**config.mk**
```make
export PLATFORM = sky130hd
export DESIGN_NAME = dflash_xbridge
export DESIGN_NICKNAME = d
export VERILOG_FILES = /design/src/rtl/dfx_pkg.sv /design/src/rtl/dfx_ctrl.sv /design/src/rtl/dfx_dpath.sv /design/src/rtl/dflash_xbridge.sv
export SDC_FILE = /design/constraint.sdc
export NUM_CORES = 1
export LEC_CHECK = 0
export ABC_AREA = 0
export ABC_CLOCK_PERIOD_IN_PS = 2740
export BUFFER_PORTS_ARGS = -buffer_cell sky130_fd_sc_hd__buf_2
export CAP_MARGIN = 20
export CORE_ASPECT_RATIO = 0.6
export CORE_UTILIZATION = 45
export CTS_CLUSTER_SIZE = 20
export DETAILED_ROUTE_END_ITERATION = 12
export GPL_ROUTABILITY_DRIVEN = 0
export GPL_TIMING_DRIVEN = 1
export PLACE_DENSITY = 0.85
export SLEW_MARGIN = 30
export SYNTH_ARGS = -nofsm -noshare
export SYNTH_HDL_FRONTEND = slang
export SYNTH_HIERARCHICAL = 1
export SYNTH_SLANG_ARGS = --single-unit
export TNS_END_PERCENT = 50
```
**constraint.sdc**
```tcl
create_clock -name clk -period 2.74 [get_ports clk]
set_input_delay 0.274 -clock clk [delete_from_list [all_inputs] [get_ports clk]]
set_output_delay 0.274 -clock clk [all_outputs]
set_load 0.01 [all_outputs]
```
**src/rtl/dfx_pkg.sv**
```systemverilog
package dfx_pkg;
  typedef enum logic [1:0] {
    OP_NONE = 2'b00,
    OP_PROG = 2'b01,
    OP_PGER = 2'b10,
    OP_CHIP = 2'b11
  } dfx_op_e;

  // strobes from the sequencer to the datapath
  typedef struct packed {
    logic ldRd;   // latch read address
    logic ldCmd;  // latch command address, data and lock
    logic capRd;  // capture array data
  } dfx_strb_t;
endpackage

```
**src/rtl/dfx_ctrl.sv**
```systemverilog
module dfx_ctrl
  import dfx_pkg::*;
(
  input  logic      clk,
  input  logic      rstN,
  input  logic      reqRd,
  input  logic      cmdValid,
  input  logic [1:0] cmdOp,
  input  logic      dfEn,
  input  logic      flDone,
  output dfx_strb_t strb,
  output logic      flRdStb,
  output logic      flPrgStb,
  output logic      flPgErStb,
  output logic      flChipErStb,
  output logic      rdValid,
  output logic      busy
);
  typedef enum logic [1:0] {S_IDLE, S_RDWAIT, S_CMDWAIT} state_e;
  state_e state, stateNxt;
  logic acceptRd, acceptCmd;

  always_comb begin
    acceptRd   = (state == S_IDLE) && reqRd && dfEn;
    acceptCmd  = (state == S_IDLE) && cmdValid && (cmdOp != OP_NONE) && !acceptRd;
    strb.ldRd  = acceptRd;
    strb.ldCmd = acceptCmd;
    strb.capRd = (state == S_RDWAIT) && flDone;
    stateNxt   = state;
    unique case (state)
      S_IDLE: begin
        if (acceptRd)       stateNxt = S_RDWAIT;
        else if (acceptCmd) stateNxt = S_CMDWAIT;
      end
      S_RDWAIT:  if (flDone) stateNxt = S_IDLE;
      S_CMDWAIT: if (flDone) stateNxt = S_IDLE;
      default:   stateNxt = S_IDLE;
    endcase
  end

  always_ff @(posedge clk) begin
    if (!rstN) begin
      state       <= S_IDLE;
      flRdStb     <= 1'b0;
      flPrgStb    <= 1'b0;
      flPgErStb   <= 1'b0;
      flChipErStb <= 1'b0;
      rdValid     <= 1'b0;
    end else begin
      state       <= stateNxt;
      flRdStb     <= acceptRd;
      flPrgStb    <= acceptCmd && (cmdOp == OP_PROG);
      flPgErStb   <= acceptCmd && (cmdOp == OP_PGER);
      flChipErStb <= acceptCmd && (cmdOp == OP_CHIP);
      rdValid     <= strb.capRd;
    end
  end

  assign busy = (state != S_IDLE);
endmodule

```
**src/rtl/dfx_dpath.sv**
```systemverilog
module dfx_dpath
  import dfx_pkg::*;
#(
  parameter int ADDR_W = 16,
  parameter int DATA_W = 8
) (
  input  logic                clk,
  input  logic                rstN,
  input  dfx_strb_t           strb,
  input  logic                srcSel,
  input  logic [ADDR_W-1:0]   ptrAddr,
  input  logic [ADDR_W/2-1:0] idxLow,
  input  logic                reqRd,
  input  logic                reqWr,
  input  logic [DATA_W-1:0]   wrData,
  input  logic                auxWr,
  input  logic [ADDR_W-ADDR_W/2-1:0] auxWrData,
  input  logic                ctlWr,
  input  logic [1:0]          ctlData,
  input  logic [ADDR_W-1:0]   cmdAddr,
  input  logic [DATA_W-1:0]   cmdData,
  input  logic                lockOn,
  input  logic                protectOn,
  input  logic [DATA_W-1:0]   flRdData,
  output logic                dfEn,
  output logic [ADDR_W-ADDR_W/2-1:0] auxRdData,
  output logic [ADDR_W:0]     flAddr,
  output logic [DATA_W-1:0]   flWrData,
  output logic                flKeepIsp,
  output logic [DATA_W-1:0]   rdData,
  output logic                extRdStb,
  output logic                extWrStb,
  output logic [ADDR_W-1:0]   extAddr,
  output logic [DATA_W-1:0]   extWrData
);
  localparam int LOW_W  = ADDR_W / 2;
  localparam int HIGH_W = ADDR_W - LOW_W;

  logic [HIGH_W-1:0] auxQ;
  logic              enQ, bankQ;
  logic [ADDR_W-1:0] formedAddr;

  // control and auxiliary registers
  always_ff @(posedge clk) begin
    if (!rstN) begin
      auxQ  <= '0;
      enQ   <= 1'b0;
      bankQ <= 1'b0;
    end else begin
      if (auxWr) auxQ <= auxWrData;
      if (ctlWr) begin
        enQ   <= ctlData[0];
        bankQ <= ctlData[1];
      end
    end
  end

  assign formedAddr = srcSel ? {auxQ, idxLow} : ptrAddr;

  // flash-side address, data and erase qualifier
  always_ff @(posedge clk) begin
    if (!rstN) begin
      flAddr    <= '0;
      flWrData  <= '0;
      flKeepIsp <= 1'b0;
    end else if (strb.ldRd) begin
      flAddr <= {1'b1, formedAddr};
    end else if (strb.ldCmd) begin
      flAddr    <= {bankQ, cmdAddr};
      flWrData  <= cmdData;
      flKeepIsp <= lockOn;
    end
  end

  // captured read data with protect mask
  always_ff @(posedge clk) begin
    if (!rstN)          rdData <= '0;
    else if (strb.capRd) rdData <= protectOn ? '0 : flRdData;
  end

  // unmapped accesses go straight out
  assign extRdStb  = reqRd && !enQ;
  assign extWrStb  = reqWr && !enQ;
  assign extAddr   = formedAddr;
  assign extWrData = wrData;
  assign dfEn      = enQ;
  assign auxRdData = auxQ;
endmodule

```
**src/rtl/dflash_xbridge.sv**
```systemverilog
module dflash_xbridge
  import dfx_pkg::*;
(
  input  logic        clk,
  input  logic        rstN,
  input  logic        reqRd,
  input  logic        reqWr,
  input  logic        srcSel,
  input  logic [15:0] ptrAddr,
  input  logic [7:0]  idxLow,
  input  logic [7:0]  wrData,
  output logic [7:0]  rdData,
  output logic        rdValid,
  output logic        busy,
  input  logic        auxWr,
  input  logic [7:0]  auxWrData,
  output logic [7:0]  auxRdData,
  input  logic        ctlWr,
  input  logic [1:0]  ctlData,
  input  logic        cmdValid,
  input  logic [1:0]  cmdOp,
  input  logic [15:0] cmdAddr,
  input  logic [7:0]  cmdData,
  input  logic        protectOn,
  input  logic        lockOn,
  output logic [16:0] flAddr,
  output logic [7:0]  flWrData,
  output logic        flRdStb,
  output logic        flPrgStb,
  output logic        flPgErStb,
  output logic        flChipErStb,
  output logic        flKeepIsp,
  input  logic [7:0]  flRdData,
  input  logic        flDone,
  output logic        extRdStb,
  output logic        extWrStb,
  output logic [15:0] extAddr,
  output logic [7:0]  extWrData
);
  dfx_strb_t strb;
  logic      dfEn;

  dfx_ctrl u_ctrl (
    .clk(clk), .rstN(rstN), .reqRd(reqRd), .cmdValid(cmdValid), .cmdOp(cmdOp),
    .dfEn(dfEn), .flDone(flDone), .strb(strb), .flRdStb(flRdStb),
    .flPrgStb(flPrgStb), .flPgErStb(flPgErStb), .flChipErStb(flChipErStb),
    .rdValid(rdValid), .busy(busy)
  );

  dfx_dpath #(.ADDR_W(16), .DATA_W(8)) u_dp (
    .clk(clk), .rstN(rstN), .strb(strb), .srcSel(srcSel), .ptrAddr(ptrAddr),
    .idxLow(idxLow), .reqRd(reqRd), .reqWr(reqWr), .wrData(wrData),
    .auxWr(auxWr), .auxWrData(auxWrData), .ctlWr(ctlWr), .ctlData(ctlData),
    .cmdAddr(cmdAddr), .cmdData(cmdData), .lockOn(lockOn), .protectOn(protectOn),
    .flRdData(flRdData), .dfEn(dfEn), .auxRdData(auxRdData), .flAddr(flAddr),
    .flWrData(flWrData), .flKeepIsp(flKeepIsp), .rdData(rdData),
    .extRdStb(extRdStb), .extWrStb(extWrStb), .extAddr(extAddr),
    .extWrData(extWrData)
  );
endmodule

```
==> results of run 1 <==
-- cell usage in the layout, fill, tap and decap left out, types with 4 or more instances in the layout --
cell type | Yosys | routed
a21boi_0 | 7 | 7
a21oi_1 | 9 | 8
and3_1 | 4 | 4
buf_2 | 5 | 144
clkbuf_8 | 0 | 6
dfxtp_1 | 51 | 51
inv_1 | 5 | 5
mux2_2 | 7 | 7
mux2_4 | 10 | 10
mux2i_1 | 27 | 27
nand2_1 | 21 | 21
nand3_1 | 15 | 15
nor2b_1 | 27 | 27
o21ai_0 | 6 | 6
o21ai_1 | 10 | 10
-- registers in the layout (all words and copies together) (netlist names), 2 cells and up --
signal,cells
u_dp/flAddr,17
u_dp/rdData,8
u_ctrl/state,2
u_dp/auxRdData,8
u_dp/flWrData,8
-- critical path, cell delays in order (launching register included) --
cell and delay [ns]:
dfxtp_1 0.35, inv_1 0.06, ha_1 0.24, o211ai_1 0.17, a21oi_2 0.14, nor2b_1 0.52, nand2_1 0.12, a21boi_0 0.24
-- logic make-up (layout without fill, tap and decap cells) --
group / Yosys count / after routing / share of synthesized area
buffers and inverters: 31 / 159 / 0.0876
AO/OA/AOI/OAI: 40 / 40 / 0.0985
flip-flops: 51 / 51 / 0.421
multiplexers: 44 / 44 / 0.206
AND/OR/NAND/NOR: 78 / 78 / 0.177
adder cells (fa/ha/maj): 2 / 2 / 0.0103
-- cell type report --
cell class	instances	area [um^2]	share of cell area
inverter	5	18.8	0.00596
timing repair buffer	147	743	0.236
multi-input combinational	164	1200	0.380
clock buffer	6	82.6	0.0262
sequential	51	1020	0.324
tap	66	82.6	0.0262
clock inverter	1	5.00	0.00159
-- per-layer routing --
layer | vias up | GRT usage
li1 | 1081 | -
met1 | 995 | 0.271
met2 | 94 | 0.355
met3 | 2 | 0.0570
met4 | 0 | 0.0426
met5 | - | 0
-- worst max path at each step --
| stage | from | end | slack (ns) |
|---|---|---|---|
| 6_report | u_ctrl/state[0] | u_dp/flKeepIsp | 0.80 |
| 3_3_place_gp | u_ctrl/state[0] | u_dp/flAddr[16] | 0.90 |
| 5_1_grt | u_ctrl/state[1] | u_dp/flAddr[0] | 0.58 |
| 2_1_floorplan | u_ctrl/state[0] | u_dp/flAddr[16] | 1.09 |
| 4_1_cts | u_ctrl/state[0] | u_dp/flAddr[0] | 0.77 |
| 3_5_place_dp | u_ctrl/state[0] | u_dp/flAddr[4] | 0.79 |
-- report_power, final --
part           internal (mW)  total, mW  switching [mW]
logic                  0.174      0.354           0.180
registers              0.788      0.814          0.0260
clock network          0.199      0.429           0.231
total                   1.16       1.60           0.437
==> summary.md, run 1 <==
| Metric | Value |
|---|---|
| Drt first pass iters | `4` |
| Pins Over Slew Limit | `0` |
| # setup viols final | `0` |
| CTS resizes | `0` |
| Worst skew pair latency | `around 0.29 ns` |
| R2R depth | `7` |
| RSZ-0062 raised after global routing | `false` |
| Total track usage | `0.209` |
| Skew final | `roughly 0.0085 ns` |
| Data required, critical path | `~2.9 ns` |
| Routed wl met3 | `roughly 430 um` |
| Chip height | `a little under 60 um` |
| PnR worst setup slack | `0.798 ns` |
| CTS Buf Count | `5` |
| Measured slew at the worst slew-check pin | `approximately 0.61 ns` |
| Yosys Warn Count | `6` |
| DIE AREA | `5700 um^2` |
| Max-cap check violation count | `0` |
| Synth area leader | `dfxtp_1` |
| Die X | `96.8 um` |
| CTS tree | `yes` |
| Largest net degree at the start of global routing | `30` |
| Syn_nets | `roughly 340` |
| Relative slew slack | `0.593` |
| R2R Path End | `u_dp/flKeepIsp` |
| Top Metal Used | `met4` |
| Number of global-route vias before repair | `around 2000` |
| Area growth syn-to-layout | `29.8%` |
| Vias per cell | `4.94` |
| Clock transition at the registers of the reported paths | `roughly 0.090 ns` |
| Hpwl dp | `around 4600 um` |
| WL final | `roughly 6000 um` |
| Fillers | `between 400 and 500` |
| Hold-fix buffers at CTS | `0` |
| Register-to-Register Setup Slack | `around 0.80 ns` |
| Hold/Removal Path Class | `input port to flop` |
| Sequential area share after synthesis | `0.421` |
| Initial Util | `0.473` |
| Clock Root Buffer | `clkbuf_8` |
| HP Start | `cmdData[3]` |
| Final Net Count | `approximately 460` |
| Dominant cells by area after synthesis | `dfxtp_1 42%, mux2i_1 11%, nor2b_1 7.0%, mux2_4 6.2%, buf_4 4.0%` |
| Post-DR wirelength/cell | `~14 um` |
| Vias | `~2200` |
| Synth Cell Area | `about 2400 um^2` |
| Dpl ws | `roughly 0.8 ns` |
| Fraction of layout cells with a size suffix above 1 | `0.465` |
| Max Root-Sink Buffers | `2` |
| Worst vdd ir | `about 0.00023 V` |
| Grt total ovfl | `0` |
| Clock sinks | `51` |
| Period utilisation layout | `0.709` |
| Placed Area | `a little over 3000 um^2` |
| Crit start category | `flop` |
| Post-route cell area | `roughly 3200 um^2` |
| EDFF count, synth | `0` |
| Cells after Synth | `~250` |
| PD cells | `just over 500 nW/um^2` |
| Hold Violations, Final | `0` |
| H-tree Lvls | `2` |
| Critical Path Sink Type | `flop` |
| Max Fclk | `515 MHz` |
| Placed cells | `about 430` |
| Min cycle time layout | `1.94 ns` |
| Port Buffers | `~140` |
| Setup TNS | `0 ns` |
| Fin util | `0.614` |
| DR iter-0 viols | `75` |
| Hold path depth | `3` |
| Ys async rst share | `0` |
| Initial antenna violation count | `0` |
| Met2 Wirelength | `between 2000 and 3000 um` |
| Row count | `20` |
| Lkg Pwr | `around 1.6 nW` |
| Most instantiated cells after synthesis | `51 x dfxtp_1, 27 x mux2i_1, 27 x nor2b_1, 21 x nand2_1, 15 x nand3_1` |
| Flops & latches, synth | `between 50 and 60` |
| Top FF cell, synth | `dfxtp_1` |
| First-pass GRT wire length | `about 9500 um` |
| Outcome | `finished, final reports clean` |
| Setup bufs post-CTS | `0` |
| Maximum fanout along the worst path | `9` |
| DRT met1 WL | `roughly 2700 um` |
| Avg Cell Area, Syn | `9.87 um^2` |
| Antenna Cells | `0` |
| Ports | `around 160` |
| Count of cell types in the netlist | `31` |
| Hold-critical path endpoint | `u_dp/flWrData[3]` |
| Share of the synthesized area in the top cell type | `0.421` |
| DRC errors left | `0` |
| Layout Cells excl Fill | `440` |
| Cell with the most instances after synthesis | `dfxtp_1` |
| Crit path DAT | `roughly 2.1 ns` |
| Reg-to-Reg Start | `u_ctrl/state[0]` |
| Total power | `1.60 mW` |
| Post-DRT Antenna Nets | `0` |
| Core Region | `~5100 um^2` |
| Setup CP Type | `flop to flop` |
| Hold Slack | `0.219 ns` |
(Power assumes the default switching activity.)
==> inputs of run 2 (changes only) <==
- ABC_AREA: 0 -> 1
- ABC_CLOCK_PERIOD_IN_PS: 2740 -> 1900
- CORE_UTILIZATION: 45 -> 43
- PLACE_DENSITY: 0.85 -> 0.8
- clock period: 2.74 -> 1.9 ns (I/O delays scaled with it)
==> summary.md, run 2 <==
| Metric | Value |
|---|---|
| Outcome | `finished, final reports clean` |
| Initial Util | `0.456 (-0.0168)` |
| Synth Cell Area | `2590 um^2 (+6.7%)` |
| Area growth syn-to-layout | `32.9%` |
| Hold/Removal Path Class | `input port to flop` |
| Post-route cell area | `3440 um^2 (+9.3%)` |
| Clock Root Buffer | `clkbuf_8` |
| Relative slew slack | `0.738 (+0.146)` |
| Fin util | `0.607 (-0.00744)` |
| Cells after Synth | `378 (+54%)` |
| Clock sinks | `51 (unchanged)` |
| Sequential power share | `0.459 (-0.051)` |
| DRC errors left | `0 (unchanged)` |
| H-tree Lvls | `2 (unchanged)` |
| Initial antenna violation count | `0 (unchanged)` |
| CTS Buf Count | `5 (unchanged)` |
| Cell with the most instances after synthesis | `nand2_1` |
| HP Start | `cmdOp[0]` |
| Drt first pass iters | `4 (unchanged)` |
| Worst vdd ir | `0.000364 V (+59%)` |
| Hold-fix buffers at CTS | `0 (unchanged)` |
| Avg Cell Area, Syn | `6.85 um^2 (-31%)` |
| CP max stage cell | `dfxtp_1` |
| Row count | `21 (+5.0%)` |
| Grt total ovfl | `0 (unchanged)` |
| Top FF cell, synth | `dfxtp_1` |
| # setup viols final | `0 (unchanged)` |
| Pins Over Slew Limit | `0 (unchanged)` |
| Data required, critical path | `2.13 ns (-0.81 ns)` |
| Fraction of layout cells with a size suffix above 1 | `0.354 (-0.111)` |
| Max Fclk | `564 MHz (+9.6%)` |
| R2R Path End | `u_dp/flAddr[1]` |
| Critical Path Sink Type | `flop` |
| Capture point of the worst path | `u_dp/flAddr[1]` |
| Setup TNS | `0 ns (unchanged)` |
| Syn_nets | `467 (+39%)` |
| Share of the synthesized area in the top cell type | `0.394 (-0.0264)` |
| Antenna Cells | `0 (unchanged)` |
| Port Buffers | `144 (unchanged)` |
| PD cells | `753 nW/um^2 (+49%)` |
| Crit start category | `flop` |
| CTS tree | `yes` |
| Most common cell after layout, fill and taps aside | `buf_2` |
| Count of cell types in the netlist | `23 (-26%)` |
| Final Net Count | `602 (+30%)` |
| Crit-path max cell delay | `0.33 ns (-0.19 ns)` |
| Worst skew pair latency | `0.30 ns (about the same)` |
| Hold Violations, Final | `0 (unchanged)` |
| R2R depth | `12 (+5)` |
| Largest register FFs | `17 (unchanged)` |
| Setup CP Type | `flop to flop` |
| WP depth | `12 (+5)` |
| Combinational group share of total power | `0.255 (+0.033)` |
| Top delay family on crit path | `simple AND/OR/NAND/NOR gates` |
| EDFF count, synth | `0 (unchanged)` |
| Layout Cells excl Fill | `594 (+35%)` |
| Synth area leader | `dfxtp_1` |
| Die X | `102 um (+5.6%)` |
| Vias per cell | `4.65 (-5.9%)` |
| Critical path cell sequence | `inv_1, ha_2, nand2_1, nor2_2, nand2_2, clkinvlp_4, buf_12, buf_4, nand3_1, nand2_1, inv_1, a21oi_1` |
| Min cycle time layout | `1.77 ns (-0.169 ns)` |
| Dpl ws | `0.156 ns (-0.632 ns)` |
| Clock power frac | `0.286 (+0.017)` |
| Post-DRT Antenna Nets | `0 (unchanged)` |
| Lkg Pwr | `1.87 nW (+16%)` |
| Core Region | `5680 um^2 (+11%)` |
| DIE AREA | `6350 um^2 (+11%)` |
| PnR worst setup slack | `0.128 ns (-0.671 ns)` |
| Total track usage | `0.211 (+0.00202)` |
| Reg-to-Reg Start | `u_ctrl/state[0]` |
| Placed Area | `3260 um^2 (+6.5%)` |
| Net Switching | `773 uW (+77%)` |
| Chip height | `62.1 um (+5.5%)` |
| Switch share | `0.298 (+0.0243)` |
| Top reg by flops | `u_dp/flAddr` |
| Clock transition at the registers of the reported paths | `0.10 ns (about the same)` |
| Period utilisation layout | `0.933 (+0.224)` |
| Yosys Warn Count | `6 (unchanged)` |
| WP buf/inv | `5 (+4)` |
| Max-cap check violation count | `0 (unchanged)` |
| Most instantiated cells after synthesis | `80 x nand2_1, 64 x inv_1, 51 x dfxtp_1, 42 x nand3_1, 33 x nor2_1` |
| Register-to-Register Setup Slack | `0.13 ns (-0.67 ns)` |
| Ys async rst share | `0 (unchanged)` |
| Hold Slack | `0.0876 ns (-0.132 ns)` |
| Placed cells | `582 (+34%)` |
| Largest net degree at the start of global routing | `26 (-13%)` |
| Dominant cells by area after synthesis | `dfxtp_1 39%, nand2_1 12%, inv_1 9.3%, nand3_1 8.1%, a21oi_1 5.4%` |
| Internal Power | `1.82 mW (+57%)` |
| Post-DR wirelength/cell | `11.7 um (-15%)` |
| DR iter-0 viols | `113 (+51%)` |
| First-pass GRT wire length | `10500 um (+11%)` |
| Total power | `2.59 mW (+62%)` |
| Sequential area share after synthesis | `0.394 (-0.0264)` |
| Hpwl dp | `5170 um (+12%)` |
| Skew final | `0.00797 ns (-0.000561 ns)` |
| Max Root-Sink Buffers | `2 (unchanged)` |
| Most frequent cells in the layout | `144 x buf_2, 80 x nand2_1, 62 x inv_1` |
| Number of global-route vias before repair | `2421 (+21%)` |
| Crit path from | `u_ctrl/state[0]` |
| Measured slew at the worst slew-check pin | `0.392 ns (-0.218 ns)` |
| WL final | `6940 um (+15%)` |
| Vias | `2760 (+27%)` |
| Crit path DAT | `2.00 ns (-0.14 ns)` |
| Flops & latches, synth | `51 (unchanged)` |
| Maximum fanout along the worst path | `8 (-1)` |
| Ports | `161 (unchanged)` |
run 2: cell count changes in the layout (fill, tap and decap cells not counted), sizes merged, moves of 13 or more:
cell   delta
nand3    +25
and2     +13
mux2i    -27
nor2     +37
a21oi    +28
mux2     -17
inv      +60
nand2    +61
nor2b    -27
run 2: what timing repair did:
action / in CTS / in global routing
resized for setup: 0 / 5
buffers inserted: 0 / 2
endpoints found under the setup margin: 0 / 24
run 2: worst min-delay path by stage:
stage                       end  slack, ns  cells after the start
2_1_floorplan  u_ctrl/flPgErStb       0.26                      1
4_1_cts        u_ctrl/flPgErStb       0.08                      2
5_1_grt        u_ctrl/flPgErStb       0.07                      2
3_3_place_gp       extWrData[3]       0.38                      0
6_report       u_ctrl/flPgErStb       0.09                      2
3_5_place_dp       extWrData[3]       0.38                      0
run 2: layout make-up:
class | instances | area [um^2]
Clock buffer | 5 | 68.8
Clock inverter | 3 | 43.8
Fill cell | 572 | 2230
Inverter | 67 | 262
Multi-Input combinational cell | 237 | 1160
Sequential cell | 51 | 1020
Tap cell | 80 | 100
Timing Repair Buffer | 151 | 786
run 2: power by group through the flow:
stage	Clock, mW	Sequential [mW]	Combinational, mW
3_5_place_dp	0	1.21	0.621
3_3_place_gp	0	1.21	0.607
4_1_cts	0.772	1.19	0.624
6_report	0.743	1.19	0.661
5_1_grt	0.815	1.20	0.738
2_1_floorplan	0	1.25	0.376
run 2: logic make-up after synthesis:
group | share of synthesized area
compound gates | 0.123
simple gates | 0.302
fa+ha+maj | 0.00966
buf+inv | 0.171
flops | 0.394
run 2: layer usage:
metal,vias to the layer above,wire length [um],global-route usage
met5,-,0,0
met4,0,27,0.0375
met3,4,529,0.0518
met2,104,3100,0.339
met1,1226,3290,0.289
li1,1426,-,-
